## config.mk

```make
export PLATFORM = sky130hd
export DESIGN_NAME = lane_deskew
export DESIGN_NICKNAME = d
export VERILOG_FILES = /design/src/rtl/lane_deskew_pkg.sv /design/src/rtl/lane_marker_det.sv /design/src/rtl/lane_fifo.sv /design/src/rtl/lane_deskew_fsm.sv /design/src/rtl/lane_deskew.sv
export SDC_FILE = /design/constraint.sdc
export NUM_CORES = 2
export LEC_CHECK = 0
export BUFFER_PORTS_ARGS = -buffer_cell sky130_fd_sc_hd__buf_2
export CELL_PAD_IN_SITES_DETAIL_PLACEMENT = 0
export CELL_PAD_IN_SITES_GLOBAL_PLACEMENT = 2
export CORE_MARGIN = 1
export CORE_UTILIZATION = 47
export CTS_BUF_LIST = sky130_fd_sc_hd__clkbuf_16
export CTS_CLUSTER_SIZE = 10
export DETAILED_ROUTE_END_ITERATION = 10
export PLACE_DENSITY = 0.79
export SYNTH_ARGS = -nofsm -noshare
export SYNTH_HDL_FRONTEND = slang
export SYNTH_SLANG_ARGS = --single-unit
```

## constraint.sdc

```tcl
create_clock -name clk -period 7.01 [get_ports clk]
set_input_delay 0.3505 -clock clk [delete_from_list [all_inputs] [get_ports clk]]
set_output_delay 0.3505 -clock clk [all_outputs]
set_load 0.01 [all_outputs]
```

## src/rtl/lane_deskew_pkg.sv

```systemverilog
package lane_deskew_pkg;

    typedef enum logic [1:0] {
        ST_HUNT    = 2'd0,
        ST_ALIGNED = 2'd1,
        ST_ERROR   = 2'd2
    } dsk_state_e;

    localparam logic [7:0] K28_1 = 8'h3C;
    localparam logic [7:0] K28_3 = 8'h7C;
    localparam logic [7:0] K28_5 = 8'hBC;
    localparam logic [7:0] K28_7 = 8'hFC;

endpackage

```

## src/rtl/lane_marker_det.sv

```systemverilog
module lane_marker_det
    import lane_deskew_pkg::*;
(
    input  logic [7:0] byte0,
    input  logic       ctl0,
    input  logic       sel_a,
    input  logic       comma_ext,
    output logic       hit
);

    logic is_a;
    logic is_comma;

    always_comb begin
        is_a     = (byte0 == K28_3);
        is_comma = (byte0 == K28_5) ||
                   (comma_ext && ((byte0 == K28_1) || (byte0 == K28_7)));
        hit      = ctl0 && (sel_a ? is_a : is_comma);
    end

endmodule

```

## src/rtl/lane_fifo.sv

```systemverilog
module lane_fifo #(
    parameter int W     = 37,
    parameter int DEPTH = 8
) (
    input  logic         clk,
    input  logic         rst_n,
    input  logic         flush,
    input  logic         wr_en,
    input  logic [W-1:0] wr_data,
    input  logic         rd_en,
    output logic [W-1:0] rd_data,
    output logic         empty,
    output logic         full
);

    localparam int AW = (DEPTH > 1) ? $clog2(DEPTH) : 1;
    localparam int CW = $clog2(DEPTH + 1);

    logic [W-1:0]  mem [DEPTH];
    logic [AW-1:0] wp;
    logic [AW-1:0] rp;
    logic [CW-1:0] cnt;
    logic          rd_ok;
    logic          wr_ok;

    function automatic logic [AW-1:0] bump(input logic [AW-1:0] p);
        return (p == AW'(DEPTH - 1)) ? '0 : p + 1'b1;
    endfunction

    assign empty   = (cnt == '0);
    assign full    = (cnt == CW'(DEPTH));
    assign rd_ok   = rd_en && !empty;
    assign wr_ok   = wr_en && (!full || rd_ok);
    assign rd_data = mem[rp];

    always_ff @(posedge clk) begin
        if (!rst_n || flush) begin
            wp  <= '0;
            rp  <= '0;
            cnt <= '0;
        end else begin
            if (wr_ok) wp <= bump(wp);
            if (rd_ok) rp <= bump(rp);
            cnt <= cnt + CW'(wr_ok) - CW'(rd_ok);
        end
    end

    always_ff @(posedge clk) begin
        if (wr_ok && !flush) mem[wp] <= wr_data;
    end

endmodule

```

## src/rtl/lane_deskew_fsm.sv

```systemverilog
module lane_deskew_fsm
    import lane_deskew_pkg::*;
(
    input  logic       clk,
    input  logic       rst_n,
    input  logic       hold,
    input  logic       all_seen,
    input  logic       overflow,
    input  logic       mismatch,
    output dsk_state_e state,
    output logic       flush,
    output logic       aligned,
    output logic       deskew_err
);

    dsk_state_e state_n;

    always_comb begin
        state_n = state;
        unique case (state)
            ST_HUNT: begin
                if (hold || overflow) state_n = ST_HUNT;
                else if (all_seen)    state_n = ST_ALIGNED;
            end
            ST_ALIGNED: begin
                if (hold)                     state_n = ST_HUNT;
                else if (mismatch || overflow) state_n = ST_ERROR;
            end
            ST_ERROR: state_n = ST_HUNT;
            default:  state_n = ST_HUNT;
        endcase
    end

    assign flush = hold || (state == ST_ERROR) || ((state == ST_HUNT) && overflow);

    always_ff @(posedge clk) begin
        if (!rst_n) state <= ST_HUNT;
        else        state <= state_n;
    end

    always_ff @(posedge clk) begin
        if (!rst_n) begin
            aligned    <= 1'b0;
            deskew_err <= 1'b0;
        end else begin
            aligned    <= (state_n == ST_ALIGNED);
            deskew_err <= (state_n == ST_ERROR) && (state != ST_ERROR);
        end
    end

endmodule

```

## src/rtl/lane_deskew.sv

```systemverilog
module lane_deskew
    import lane_deskew_pkg::*;
#(
    parameter int NUM_LANES  = 8,
    parameter int DATA_W     = 32,
    parameter int RAW_W      = 40,
    parameter int FIFO_DEPTH = 8
) (
    input  logic                          clk,
    input  logic                          rst_n,
    input  logic [NUM_LANES-1:0]          cfg_lane_en,
    input  logic                          cfg_sel_a,
    input  logic                          cfg_comma_ext,
    input  logic                          cfg_bypass,
    input  logic                          cfg_raw,
    input  logic [NUM_LANES-1:0]          in_valid,
    input  logic [NUM_LANES*DATA_W-1:0]   in_data,
    input  logic [NUM_LANES*(DATA_W/8)-1:0] in_ctl,
    input  logic [NUM_LANES*(RAW_W-DATA_W-DATA_W/8)-1:0] in_ext,
    output logic [NUM_LANES-1:0]          out_valid,
    output logic [NUM_LANES*DATA_W-1:0]   out_data,
    output logic [NUM_LANES*(DATA_W/8)-1:0] out_ctl,
    output logic [NUM_LANES*(RAW_W-DATA_W-DATA_W/8)-1:0] out_ext,
    output logic [NUM_LANES-1:0]          out_marker,
    output logic                          aligned,
    output logic                          deskew_err
);

    localparam int CTL_W = DATA_W / 8;
    localparam int EXT_W = RAW_W - DATA_W - CTL_W;
    localparam int FW    = DATA_W + CTL_W + 1;

    dsk_state_e           state;
    logic                 flush;
    logic                 hold;
    logic                 any_en;
    logic                 all_seen;
    logic                 all_ready;
    logic                 rd_fire;
    logic                 overflow;
    logic                 mismatch;
    logic [NUM_LANES-1:0] hit;
    logic [NUM_LANES-1:0] seen_q;
    logic [NUM_LANES-1:0] wr;
    logic [NUM_LANES-1:0] full;
    logic [NUM_LANES-1:0] empty;
    logic [NUM_LANES-1:0] head_mk;
    logic [FW-1:0]        head [NUM_LANES];

    assign hold      = cfg_bypass || cfg_raw;
    assign any_en    = |cfg_lane_en;
    assign all_seen  = any_en && (&(seen_q | ~cfg_lane_en));
    assign all_ready = any_en && (&(~empty | ~cfg_lane_en));
    assign rd_fire   = (state == ST_ALIGNED) && !hold && all_ready;
    assign overflow  = |(wr & full & ~{NUM_LANES{rd_fire}});
    assign mismatch  = rd_fire && (|head_mk) && (head_mk != cfg_lane_en);

    lane_deskew_fsm u_fsm (
        .clk        (clk),
        .rst_n      (rst_n),
        .hold       (hold),
        .all_seen   (all_seen),
        .overflow   (overflow),
        .mismatch   (mismatch),
        .state      (state),
        .flush      (flush),
        .aligned    (aligned),
        .deskew_err (deskew_err)
    );

    for (genvar i = 0; i < NUM_LANES; i++) begin : g_lane
        logic [DATA_W-1:0] d_in;
        logic [CTL_W-1:0]  c_in;

        assign d_in = in_data[i*DATA_W +: DATA_W];
        assign c_in = in_ctl[i*CTL_W +: CTL_W];

        lane_marker_det u_det (
            .byte0     (d_in[7:0]),
            .ctl0      (c_in[0]),
            .sel_a     (cfg_sel_a),
            .comma_ext (cfg_comma_ext),
            .hit       (hit[i])
        );

        assign wr[i] = !hold && cfg_lane_en[i] && in_valid[i] &&
                       ((state == ST_ALIGNED) ||
                        ((state == ST_HUNT) && (seen_q[i] || hit[i])));

        lane_fifo #(.W(FW), .DEPTH(FIFO_DEPTH)) u_fifo (
            .clk     (clk),
            .rst_n   (rst_n),
            .flush   (flush),
            .wr_en   (wr[i]),
            .wr_data ({hit[i], c_in, d_in}),
            .rd_en   (rd_fire),
            .rd_data (head[i]),
            .empty   (empty[i]),
            .full    (full[i])
        );

        assign head_mk[i] = head[i][FW-1] && cfg_lane_en[i];

        always_ff @(posedge clk) begin
            if (!rst_n || flush)                          seen_q[i] <= 1'b0;
            else if ((state == ST_HUNT) && wr[i] && hit[i]) seen_q[i] <= 1'b1;
        end

        always_ff @(posedge clk) begin
            if (!rst_n) begin
                out_valid[i]                    <= 1'b0;
                out_marker[i]                   <= 1'b0;
                out_data[i*DATA_W +: DATA_W]    <= '0;
                out_ctl[i*CTL_W +: CTL_W]       <= '0;
                out_ext[i*EXT_W +: EXT_W]       <= '0;
            end else if (hold) begin
                out_valid[i]                    <= in_valid[i] && cfg_lane_en[i];
                out_marker[i]                   <= !cfg_raw && in_valid[i] && cfg_lane_en[i] && hit[i];
                out_data[i*DATA_W +: DATA_W]    <= d_in;
                out_ctl[i*CTL_W +: CTL_W]       <= c_in;
                out_ext[i*EXT_W +: EXT_W]       <= cfg_raw ? in_ext[i*EXT_W +: EXT_W] : '0;
            end else begin
                out_valid[i]                    <= rd_fire && cfg_lane_en[i];
                out_marker[i]                   <= rd_fire && head_mk[i];
                out_data[i*DATA_W +: DATA_W]    <= head[i][DATA_W-1:0];
                out_ctl[i*CTL_W +: CTL_W]       <= head[i][DATA_W +: CTL_W];
                out_ext[i*EXT_W +: EXT_W]       <= '0;
            end
        end
    end

endmodule

```

==> results.toml <==
[placement]
dp_hpwl_um = 141000
numPortBuffers = 679
place_congestion = 0.792

[pwr]
p_seq_frac = 0.533
switching_share = 0.203
pwr-share-comb = 0.030
p_leak_nw = 44.5
switchingPower_mw = 6.99
total_power_mw = 34.3
vdd_drop_max_uv = 209
powerDensity_mw_per_mm2 = 270
power_frac_clock = 0.437
intPower_mw = 27.3

[clocking]
cts_resized = 0
clk_latency_ns = 0.96
htree_levels = 5
clkTransAtPathRegs_ns = 0.05
cts_buffer_depth = 4
cts_sinks = 2820
cts_tree = "done"
clock-root-buffer = "clkbuf_16"
cts_buffers = 338

[sta]
max_freq_ghz = 0.221
fin_worst_skew_ns = 0.0741
slew_headroom = 0.175
hold_violations = 0
slew_viol_final = 0
post-route-period-util = 0.644
setup_tns_ns = 0
setup_viol = 0
rsz0062_at_grt = "no"
fin_crit_ns = 4.52
worst_pin_slew_ns = 1.23

[floorplan]
die_h_um = 479
core.rowCount = 174
num_io_pins = 680
start_util = 0.475
die-width_um = 479
die_area_mm2 = 0.230
coreArea_mm2 = 0.226

[global_routing]
grt_pass1_vias = 57200
grt_max_degree = 184
grt_pass1_wl_um = 366000
antenna_found_initial = 19
grt_overflow = 0
grtUsageTotal = 0.213

[route]
vias_per_cell = 5.63
firstDrtPassIters = 6
drcViolationCount = 0
finalWirelength_um = 245000
ant_nets = 0
dr_total_vias = 55000
wire_per_inst_um = 25.1
drtIter0Drc = 4443

[synthesis]
ys_types = 67
synth_cells = 5360
synth_edf_count = 2368
async_flop_share = 0
netlist_area_mm2 = 0.107
syn_area_per_cell_um2 = 20.0
synth-main-ff-cell = "edfxtp_1"
synth-seq-cells = 2820
synth_seq_area_share = 0.748
yosys_warnings = 0
syn-num-nets = 5790

[critical_path]
cp_slowest_stage_delay_ns = 0.76
path_cells = "dlygate4sd3_1 -> buf_2 -> nand4_1 -> or4b_1 -> a221oi_2 -> o311ai_1 -> o22ai_1 -> o41a_2 -> buf_4 -> nor4_2 -> buf_4"
crit_type = "in -> reg"
arrival_ns = 5.07
cp-start-kind = "primary input"
cp_common_cell = "buf_4"
cp_max_fo = 38
crit_required_ns = 7.56
worst_path_max_delay_cell = "a221oi_2"
critPathCaptureType = "flop"

[worst_hold_path]
holdCritPathClass = "in -> reg"

[final_layout]
drive_above_1_share = 0.285
nNetsFinal = 6951
area_growth_syn_to_layout_pct = 18.9

[outcome]
status = "complete, no violations"

[flow_run]
cap_violations = 0
## cells in the final DEF, fill, tap and decap left out, types with 9 or more instances in the layout
| master | Yosys | final |
|---|---|---|
| a211o_1 | 10 | 10 |
| a21o_1 | 10 | 10 |
| a21oi_1 | 35 | 35 |
| and2_1 | 10 | 10 |
| and3_1 | 35 | 35 |
| buf_2 | 13 | 678 |
| buf_4 | 0 | 107 |
| clkbuf_16 | 0 | 340 |
| clkinv_2 | 0 | 9 |
| dfxtp_1 | 452 | 428 |
| dfxtp_2 | 0 | 12 |
| dfxtp_4 | 0 | 12 |
| dlygate4sd3_1 | 0 | 343 |
| edfxtp_1 | 2368 | 2368 |
| ha_1 | 80 | 80 |
| inv_1 | 101 | 318 |
| mux2i_1 | 320 | 320 |
| mux4_2 | 592 | 592 |
| nand2_1 | 334 | 333 |
| nand3_1 | 38 | 38 |
| nand3b_1 | 11 | 11 |
| nor2_1 | 54 | 53 |
| nor3_1 | 11 | 11 |
| nor3_2 | 63 | 62 |
| nor4_1 | 72 | 9 |
| nor4_2 | 0 | 63 |
| o211a_1 | 288 | 288 |
| o21ai_0 | 14 | 14 |
| o22ai_1 | 10 | 10 |
| or3_1 | 19 | 19 |
## Yosys cell counts, types with 35 or more instances
library cell / instances / area (um^2)
nor2_1: 54 / 203
mux2i_1: 320 / 3200
o211a_1: 288 / 2880
nor3_2: 63 / 631
dfxtp_1: 452 / 9050
edfxtp_1: 2368 / 71100
buf_1: 136 / 510
inv_1: 101 / 379
nand3_1: 38 / 190
and3_1: 35 / 219
nor4_1: 72 / 450
a21oi_1: 35 / 175
nand2_1: 334 / 1250
ha_1: 80 / 1000
mux4_2: 592 / 13300
clkbuf_1: 155 / 582
## stage by stage
stage	cells	instance area, um^2	util	setup WS [ns]	hold slack, ns
final	9766	127000	0.564	2.49	0.0845
after global routing	9763	127000	0.564	2.20	0.0566
after CTS	9758	127000	0.564	2.39	0.00836
after detailed placement	8830	114000	0.507	1.83	0.490
after global placement	8830	114000	0.507	1.98	0.486
after floorplan	5360	107000	-	0.648	0.449
## metal layers
| layer | vias up | GRT usage | wire (um) |
|---|---|---|---|
| li1 | 24100 | - | - |
| met1 | 28800 | 0.300 | 107000 |
| met2 | 1722 | 0.341 | 118000 |
| met3 | 338 | 0.0352 | 14500 |
| met4 | 8 | 0.0671 | 6460 |
| met5 | - | 0 | 54 |
## repair_timing
action | 4_1_cts | 5_1_grt
setup buffers | 0 | 0
endpoints found under the hold margin | 2645 | 0
endpoints found under the setup margin | 0 | 0
hold buffers | 343 | 0
## worst max-delay path: cells and delay by family
| family | cells | cell delay [ns] |
|---|---|---|
| compound gates | 4 | 2.03 |
| buf+inv | 4 | 1.75 |
| simple gates | 3 | 0.86 |
## power groups by stage
| stage | sequential, mW | clock [mW] | combinational (mW) |
|---|---|---|---|
| 6_report | 18.3 | 15.0 | 1.03 |
| 5_1_grt | 18.3 | 16.1 | 1.10 |
| 4_1_cts | 18.3 | 15.4 | 1.03 |
| 3_5_place_dp | 18.6 | 0 | 0.874 |
| 3_3_place_gp | 18.6 | 0 | 0.854 |
| 2_1_floorplan | 18.7 | 0 | 0.220 |
## flip-flops by register name (all words and copies together), names as in the netlist, named ones only
register           count
g_lane.u_fifo.cnt     32
out_data             256
g_lane.u_fifo.wp      24
u_fsm.aligned          1
out_ext               32
u_fsm.deskew_err       1
seen_q                 8
g_lane.u_fifo.rp      24
out_ctl               32
u_fsm.state            2
g_lane.u_fifo.mem   2368
out_valid              8
out_marker             8
## area by class of cell
| class | count | area (um^2) |
|---|---|---|
| antenna | 8 | 20.0 |
| clock buffer | 340 | 8510 |
| clock inverter | 245 | 1010 |
| fill | 16900 | 98400 |
| inverter | 102 | 383 |
| multi-input combinational | 2126 | 25800 |
| sequential | 2820 | 80200 |
| tap | 2992 | 3740 |
| timing repair buffer | 1133 | 7720 |
## kinds of logic after synthesis
logic type,synth area share
DFF,0.748
and+or+nand+nor,0.0345
adders and majority gates,0.0109
muxes,0.155
buffers and inverters,0.0152
AOI/OAI and AO/OA,0.0348
xor gates and xnor gates,0.00131
## final timing paths
| kind | end | startpoint | cells past startpoint | slack, ns |
|---|---|---|---|---|
| hold reg to reg | seen_q[0] | seen_q[0] | 2 | 0.50 |
| setup / recovery | g_lane[6].u_fifo.mem[2][28] | in_ctl[0] | 11 | 2.49 |
| hold / removal | seen_q[4] | in_valid[4] | 5 | 0.08 |
| setup reg to reg | g_lane[2].u_fifo.mem[6][11] | g_lane[0].u_fifo.cnt[2] | 11 | 2.51 |
Power figures use the tool's default switching activity.
